==> src/rtl/pic_pkg.sv <==
// Shared sizes and types for the programmable priority interrupt controller.
// Assumes the source count is a multiple of the fields per register.
package pic_pkg;
    localparam int SRC_N    = 16;
    localparam int LVL_W    = 4;
    localparam int REG_W    = 16;
    localparam int FLD_N    = REG_W / LVL_W;
    localparam int PREG_N   = SRC_N / FLD_N;
    localparam int IDX_W    = $clog2(SRC_N);
    localparam int CODE_W   = 12;
    localparam int ADDR_W   = 3;
    localparam int PRIO_W   = SRC_N * LVL_W;

    typedef logic [LVL_W-1:0]  lvl_t;
    typedef logic [CODE_W-1:0] code_t;
    typedef logic [IDX_W-1:0]  idx_t;

    typedef struct packed {
        logic valid;
        idx_t idx;
        lvl_t lvl;
    } win_t;
endpackage

==> src/rtl/pic_prio_regs.sv <==
// Priority register file and read mux.
// Holds PREG_N registers of FLD_N level fields each, and exposes them flattened
// by source. The event code arrives from the acceptance stage and is read-only.
// Assumes that single-cycle write strobes qualify bus_sel.
module pic_prio_regs
    import pic_pkg::*;
(
    input  logic                clk,
    input  logic                rst_n,
    input  logic                bus_sel,
    input  logic                bus_wr,
    input  logic [ADDR_W-1:0]   bus_addr,
    input  logic [REG_W-1:0]    bus_wdata,
    input  code_t               evt_code,
    output logic [PRIO_W-1:0]   prio_flat,
    output logic [REG_W-1:0]    bus_rdata
);
    localparam int CODE_ADDR = PREG_N;

    logic [REG_W-1:0] preg_q [PREG_N];

    genvar k;
    generate
        for (k = 0; k < PREG_N; k++) begin : g_preg
            // Write one priority register when its address is hit.
            always_ff @(posedge clk) begin
                if (!rst_n)
                    preg_q[k] <= '0;
                else if (bus_sel && bus_wr && (bus_addr == ADDR_W'(k)))
                    preg_q[k] <= bus_wdata;
            end
            assign prio_flat[k*REG_W +: REG_W] = preg_q[k];
        end
    endgenerate

    // Select read data by address; unused addresses return zero.
    always_comb begin
        bus_rdata = '0;
        if (bus_sel) begin
            for (int i = 0; i < PREG_N; i++)
                if (bus_addr == ADDR_W'(i))
                    bus_rdata = preg_q[i];
            if (bus_addr == ADDR_W'(CODE_ADDR))
                bus_rdata = REG_W'(evt_code);
        end
    end
endmodule

==> src/rtl/pic_arbiter.sv <==
// Combinational election across all sources.
// A source takes part when it is requesting and its level is non-zero. The
// highest level wins, and the lower index wins a tie. Works for any SRC_N.
module pic_arbiter
    import pic_pkg::*;
(
    input  logic [SRC_N-1:0]   req,
    input  logic [PRIO_W-1:0]  prio_flat,
    output win_t               win
);
    lvl_t eff_lvl [SRC_N];

    genvar s;
    generate
        for (s = 0; s < SRC_N; s++) begin : g_eff
            assign eff_lvl[s] = req[s] ? prio_flat[s*LVL_W +: LVL_W] : '0;
        end
    endgenerate

    // Scan from the highest index down so lower indices overwrite on equal levels.
    always_comb begin
        win = '0;
        for (int i = SRC_N - 1; i >= 0; i--) begin
            if ((eff_lvl[i] != '0) && (eff_lvl[i] >= win.lvl)) begin
                win.valid = 1'b1;
                win.idx   = idx_t'(i);
                win.lvl   = eff_lvl[i];
            end
        end
    end
endmodule

==> src/rtl/pic_accept.sv <==
// Masking, request register and event code capture.
// The elected winner is compared with the CPU mask and gated by the block
// input, then registered towards the CPU. On an acknowledge that is not
// blocked, the code of the winner live in that cycle (or zero) is stored.
module pic_accept
    import pic_pkg::*;
#(
    parameter code_t CODE_BASE = 12'h200,
    parameter code_t CODE_STEP = 12'h020
) (
    input  logic   clk,
    input  logic   rst_n,
    input  win_t   win,
    input  lvl_t   cpu_mask,
    input  logic   blk,
    input  logic   irq_ack,
    output logic   irq_req,
    output lvl_t   irq_lvl,
    output code_t  evt_code
);
    logic  above_mask;
    logic  eligible;
    code_t live_code;

    // Decide whether the current winner may be forwarded and compute its code.
    always_comb begin
        above_mask = win.valid && (win.lvl > cpu_mask);
        eligible   = above_mask && !blk;
        live_code  = CODE_BASE + code_t'(win.idx) * CODE_STEP;
    end

    // Register the request and its level towards the CPU.
    always_ff @(posedge clk) begin
        if (!rst_n) begin
            irq_req <= 1'b0;
            irq_lvl <= '0;
        end else begin
            irq_req <= eligible;
            irq_lvl <= eligible ? win.lvl : '0;
        end
    end

    // Capture the event code on an acknowledge that is not blocked.
    always_ff @(posedge clk) begin
        if (!rst_n)
            evt_code <= '0;
        else if (irq_ack && !blk)
            evt_code <= above_mask ? live_code : '0;
    end
endmodule

==> src/rtl/prio_irq_ctrl.sv <==
// Top of the programmable priority interrupt controller.
// Connects the register file, the election and the acceptance stage.
// Assumes all inputs are synchronous to clk.
module prio_irq_ctrl
    import pic_pkg::*;
#(
    parameter code_t CODE_BASE = 12'h200,
    parameter code_t CODE_STEP = 12'h020
) (
    input  logic                clk,
    input  logic                rst_n,
    input  logic [SRC_N-1:0]    irq_src,
    input  logic                blk,
    input  logic [LVL_W-1:0]    cpu_mask,
    input  logic                irq_ack,
    input  logic                bus_sel,
    input  logic                bus_wr,
    input  logic [ADDR_W-1:0]   bus_addr,
    input  logic [REG_W-1:0]    bus_wdata,
    output logic [REG_W-1:0]    bus_rdata,
    output logic                irq_req,
    output logic [LVL_W-1:0]    irq_lvl
);
    logic [PRIO_W-1:0] prio_flat;
    code_t             evt_code_q;
    win_t              win;

    pic_prio_regs u_regs (
        .clk       (clk),
        .rst_n     (rst_n),
        .bus_sel   (bus_sel),
        .bus_wr    (bus_wr),
        .bus_addr  (bus_addr),
        .bus_wdata (bus_wdata),
        .evt_code  (evt_code_q),
        .prio_flat (prio_flat),
        .bus_rdata (bus_rdata)
    );

    pic_arbiter u_arb (
        .req       (irq_src),
        .prio_flat (prio_flat),
        .win       (win)
    );

    pic_accept #(
        .CODE_BASE (CODE_BASE),
        .CODE_STEP (CODE_STEP)
    ) u_acc (
        .clk       (clk),
        .rst_n     (rst_n),
        .win       (win),
        .cpu_mask  (cpu_mask),
        .blk       (blk),
        .irq_ack   (irq_ack),
        .irq_req   (irq_req),
        .irq_lvl   (irq_lvl),
        .evt_code  (evt_code_q)
    );
endmodule

==> config.mk <==
export PLATFORM = sky130hd
export DESIGN_NAME = prio_irq_ctrl
export DESIGN_NICKNAME = d
export VERILOG_FILES = /design/src/rtl/pic_pkg.sv /design/src/rtl/pic_prio_regs.sv /design/src/rtl/pic_arbiter.sv /design/src/rtl/pic_accept.sv /design/src/rtl/prio_irq_ctrl.sv
export SDC_FILE = /design/constraint.sdc
export NUM_CORES = 1
export LEC_CHECK = 0
export BUFFER_PORTS_ARGS = -buffer_cell sky130_fd_sc_hd__clkbuf_2
export CAP_MARGIN = 20
export CORE_MARGIN = 2
export CORE_UTILIZATION = 30
export CTS_CLUSTER_DIAMETER = 40
export CTS_CLUSTER_SIZE = 24
export DETAILED_ROUTE_END_ITERATION = 7
export GPL_TIMING_DRIVEN = 0
export PLACE_DENSITY = 0.52
export SLEW_MARGIN = 20
export SYNTH_ARGS = -nofsm -noshare
export SYNTH_HDL_FRONTEND = slang
export SYNTH_SLANG_ARGS = --single-unit
==> constraint.sdc <==
create_clock -name clk -period 33.1 [get_ports clk]
set_input_delay 3.31 -clock clk [delete_from_list [all_inputs] [get_ports clk]]
set_output_delay 3.31 -clock clk [all_outputs]
set_load 0.005 [all_outputs]
==> impl_metrics.ini <==
[run_status]
status = complete, no violations

[sta]
timing.final.crit_share = 0.922
rsz0062_at_grt = false
timing.hold.ws_ns = 0.484
finalMaxSlewViolations = 0
slew_headroom = 0.444
worstMarginPinSlew_ns = 0.827
period_minus_slack_ns = 30.52
skew_ns = 0.00827
finalSetupViolCount = 0
tns_ns = 0
max_freq_ghz = 0.0328
timing.final.hold_violations = 0

[die]
die_h_um = 156
placementRows = 55
die_area_um2 = 24400
start_util = 0.306
io_pins = 66
die_x_um = 156
fp.coreArea_um2 = 22700

[critical_path]
cp-start-kind = primary input
max_stage_delay_ns = 0.64
cp_data_arrival_time_ns = 30.74
crit_type = in2reg
cpMaxStageDelayCell = a221oi_1
path_max_fanout = 10
critPathCaptureType = register
crit_top_cell = ha_1
critical_path_buf_inv_count = 6
required_ns = 33.32
cpLargestDelayFamily = compound AO/OA/AOI/OAI gates

[synth]
synth_top_family_by_area = compound AO/OA/AOI/OAI gates
ys_warn_count = 0
synth_most_common_cell = nand2_1
synth_fp_nets = 905
yosys.area.top_type = edfxtp_1
synth_top_area_share = 0.276
synth_area_leaders = edfxtp_1 28%, and2_1 8.2%, ha_1 6.8%
synthAdderAreaFrac = 0.0700
synth_edf_count = 64
synth_ff_type = edfxtp_1
synth_mux_area_frac = 0.0707
syn-cell-area_um2 = 6950
syn_inst = 822
synth_compound_area_frac = 0.264
seq_area_frac_synth = 0.305
synth.avg_cell_area_um2 = 8.46
netlist_top_cells_count = 115 x nand2_1, 91 x and2_1, 64 x edfxtp_1, 64 x nor2_1, 57 x o21ai_0
yosys.area_share.simple = 0.259
synthXorXnorAreaFrac = 0
ys_seq_elements = 74
ys_types = 81
synthArstFlopShare = 0

[clock_network]
cts_max_path_buffers = 2
clkTransAtPathRegs_ns = 0.06
cts_buffers = 9
hold_buffers = 0
cts_root_buffer = clkbuf_16
cts_resized = 0
insertion_delay_ns = 0.34
cts.sinks = 74
cts_tree = yes
post_cts_buffers = 0
h-tree-depth = 3

[grt]
grt_max_degree = 17
grt_pass1_wl_um = 33100
grt_use_total = 0.176
overflow = 0
grt_pass1_vias = 5977
antenna_found_initial = 0

[drt]
firstDrtPassIters = 5
routed_wl_um = 21500
drc = 0
drt_first_iter_violations = 399
avgViaCountPerCell = 5.36
avgRoutedWirePerCell_um = 18.1
antenna_left = 0
num_vias = 6357

[place]
io_buffers = 60
post-dp-hpwl_um = 17600
place_inst = 1170
place_congestion = 0.826

[pwr]
power_density_nw_per_um2 = 76.2
p_leak_nw = 3.14
vdd_ir_drop_max_mv = 0.0608
power.total_mw = 0.607

[run]
drv_cap = 0

[cells_and_area]
syn2layout_area_growth_pct = 14.5
seqCellArea_um2 = 2120
drive_gt1_frac = 0.168
fin_nets = 979
fillers = 2389
finalNonFillerCells = 1185
multiInputGateArea_um2 = 4640
diodes = 0
post-route-util = 0.351

[min_path]
hold_class = reg2reg
## per-stage QoR
step | cell area (µm²) | worst slack, ns
after floorplan | 6950 | 6.68
after global placement | 7610 | 2.45
after detailed placement | 7660 | 2.51
after CTS | 7960 | 2.70
after global routing | 7960 | 0.0367
final | 7960 | 2.58
## cells in the final DEF, fill, tap and decap left out, types with 4 or more instances in the layout
cell       netlist  routed
a22o_1           4       4
o22ai_1         17      17
o211ai_1        11      11
nand2b_1        16      16
o41ai_1          5       5
o22a_1           4       4
nand3_1         12      12
a311o_1          4       4
clkbuf_2         0      60
inv_1           32      32
a21boi_0         8       8
a21oi_1         39      39
nor2_1          64      64
o21a_1          13      13
clkbuf_1        15      15
and2_1          91      91
edfxtp_1        64      64
a21o_1           8       8
ha_1            38      38
dfxtp_1         10      10
nor2b_1         13      13
a221oi_1         5       5
clkbuf_16        0       9
o21ai_2          1       4
or2_2            4       4
mux2i_1          6       6
o41a_1           7       7
o21ai_0         57      54
o21bai_1         5       5
a22oi_1          5       5
o31ai_1          7       7
buf_1            5       5
nand2_1        115     115
nor3_1          17      17
o21ai_1          6       6
a31o_2           5       5
mux2_2          33      33
a31oi_1         10      10
## registers in the layout, indices dropped and copies added (netlist names)
| register | cells |
|---|---|
| u_acc.irq_req | 1 |
| u_acc.evt_code | 5 |
| u_acc.irq_lvl | 4 |
| u_regs.preg_q | 64 |
## cells by family (layout without fill, tap and decap cells)
| group | count (synthesis) | after routing |
|---|---|---|
| AOI/OAI and AO/OA | 255 | 255 |
| adders and majority gates | 39 | 39 |
| buffers and inverters | 54 | 132 |
| DFF | 74 | 74 |
| muxes | 42 | 42 |
| and+or+nand+nor | 358 | 358 |
## worst min-delay path: stages, from the launching register on
cell and delay (ns):
dfxtp_1 0.32, nand2_1 0.06, o31ai_1 0.06
## final timing paths
kind | slack, ns | start | cells past startpoint | end
setup / recovery | 2.58 | irq_src[15] | 128 | u_acc.evt_code[9]$_SDFFE_PN0P_
hold / removal | 0.48 | u_acc.evt_code[5]$_SDFFE_PN0P_ | 2 | u_acc.evt_code[5]$_SDFFE_PN0P_
setup reg to reg | 5.23 | u_regs.preg_q[3][12]$_SDFFCE_PN0P_ | 127 | u_acc.evt_code[9]$_SDFFE_PN0P_
hold reg to reg | 0.48 | u_acc.evt_code[5]$_SDFFE_PN0P_ | 2 | u_acc.evt_code[5]$_SDFFE_PN0P_
## final cells by class
cell class / instances / area share
buffer: 21 / 0.0108
clock buffer: 9 / 0.0283
clock inverter: 6 / 0.00849
inverter: 33 / 0.0156
multi-input combinational: 694 / 0.583
sequential: 74 / 0.266
tap: 285 / 0.0448
timing repair buffer: 63 / 0.0424
## routing by layer
layer  wire [µm]  share of wire  vias up  global-route usage
met5           0              0        -                   0
met4         237          0.011        0              0.0389
met3         923          0.043       14              0.0202
met2        9450           0.44      144               0.276
met1       10900           0.51     2989               0.258
li1            -              -     3210                   -
## report_power, final
group / switching (mW) / leakage [nW] / total [mW] / internal [mW]
sequential: 0.00853 / 0.694 / 0.119 / 0.111
combinational: 0.226 / 2.31 / 0.390 / 0.164
clock: 0.0388 / 0.138 / 0.0969 / 0.0582
total: 0.273 / 3.14 / 0.607 / 0.333
Note: power is estimated with default switching activity, not from simulation.
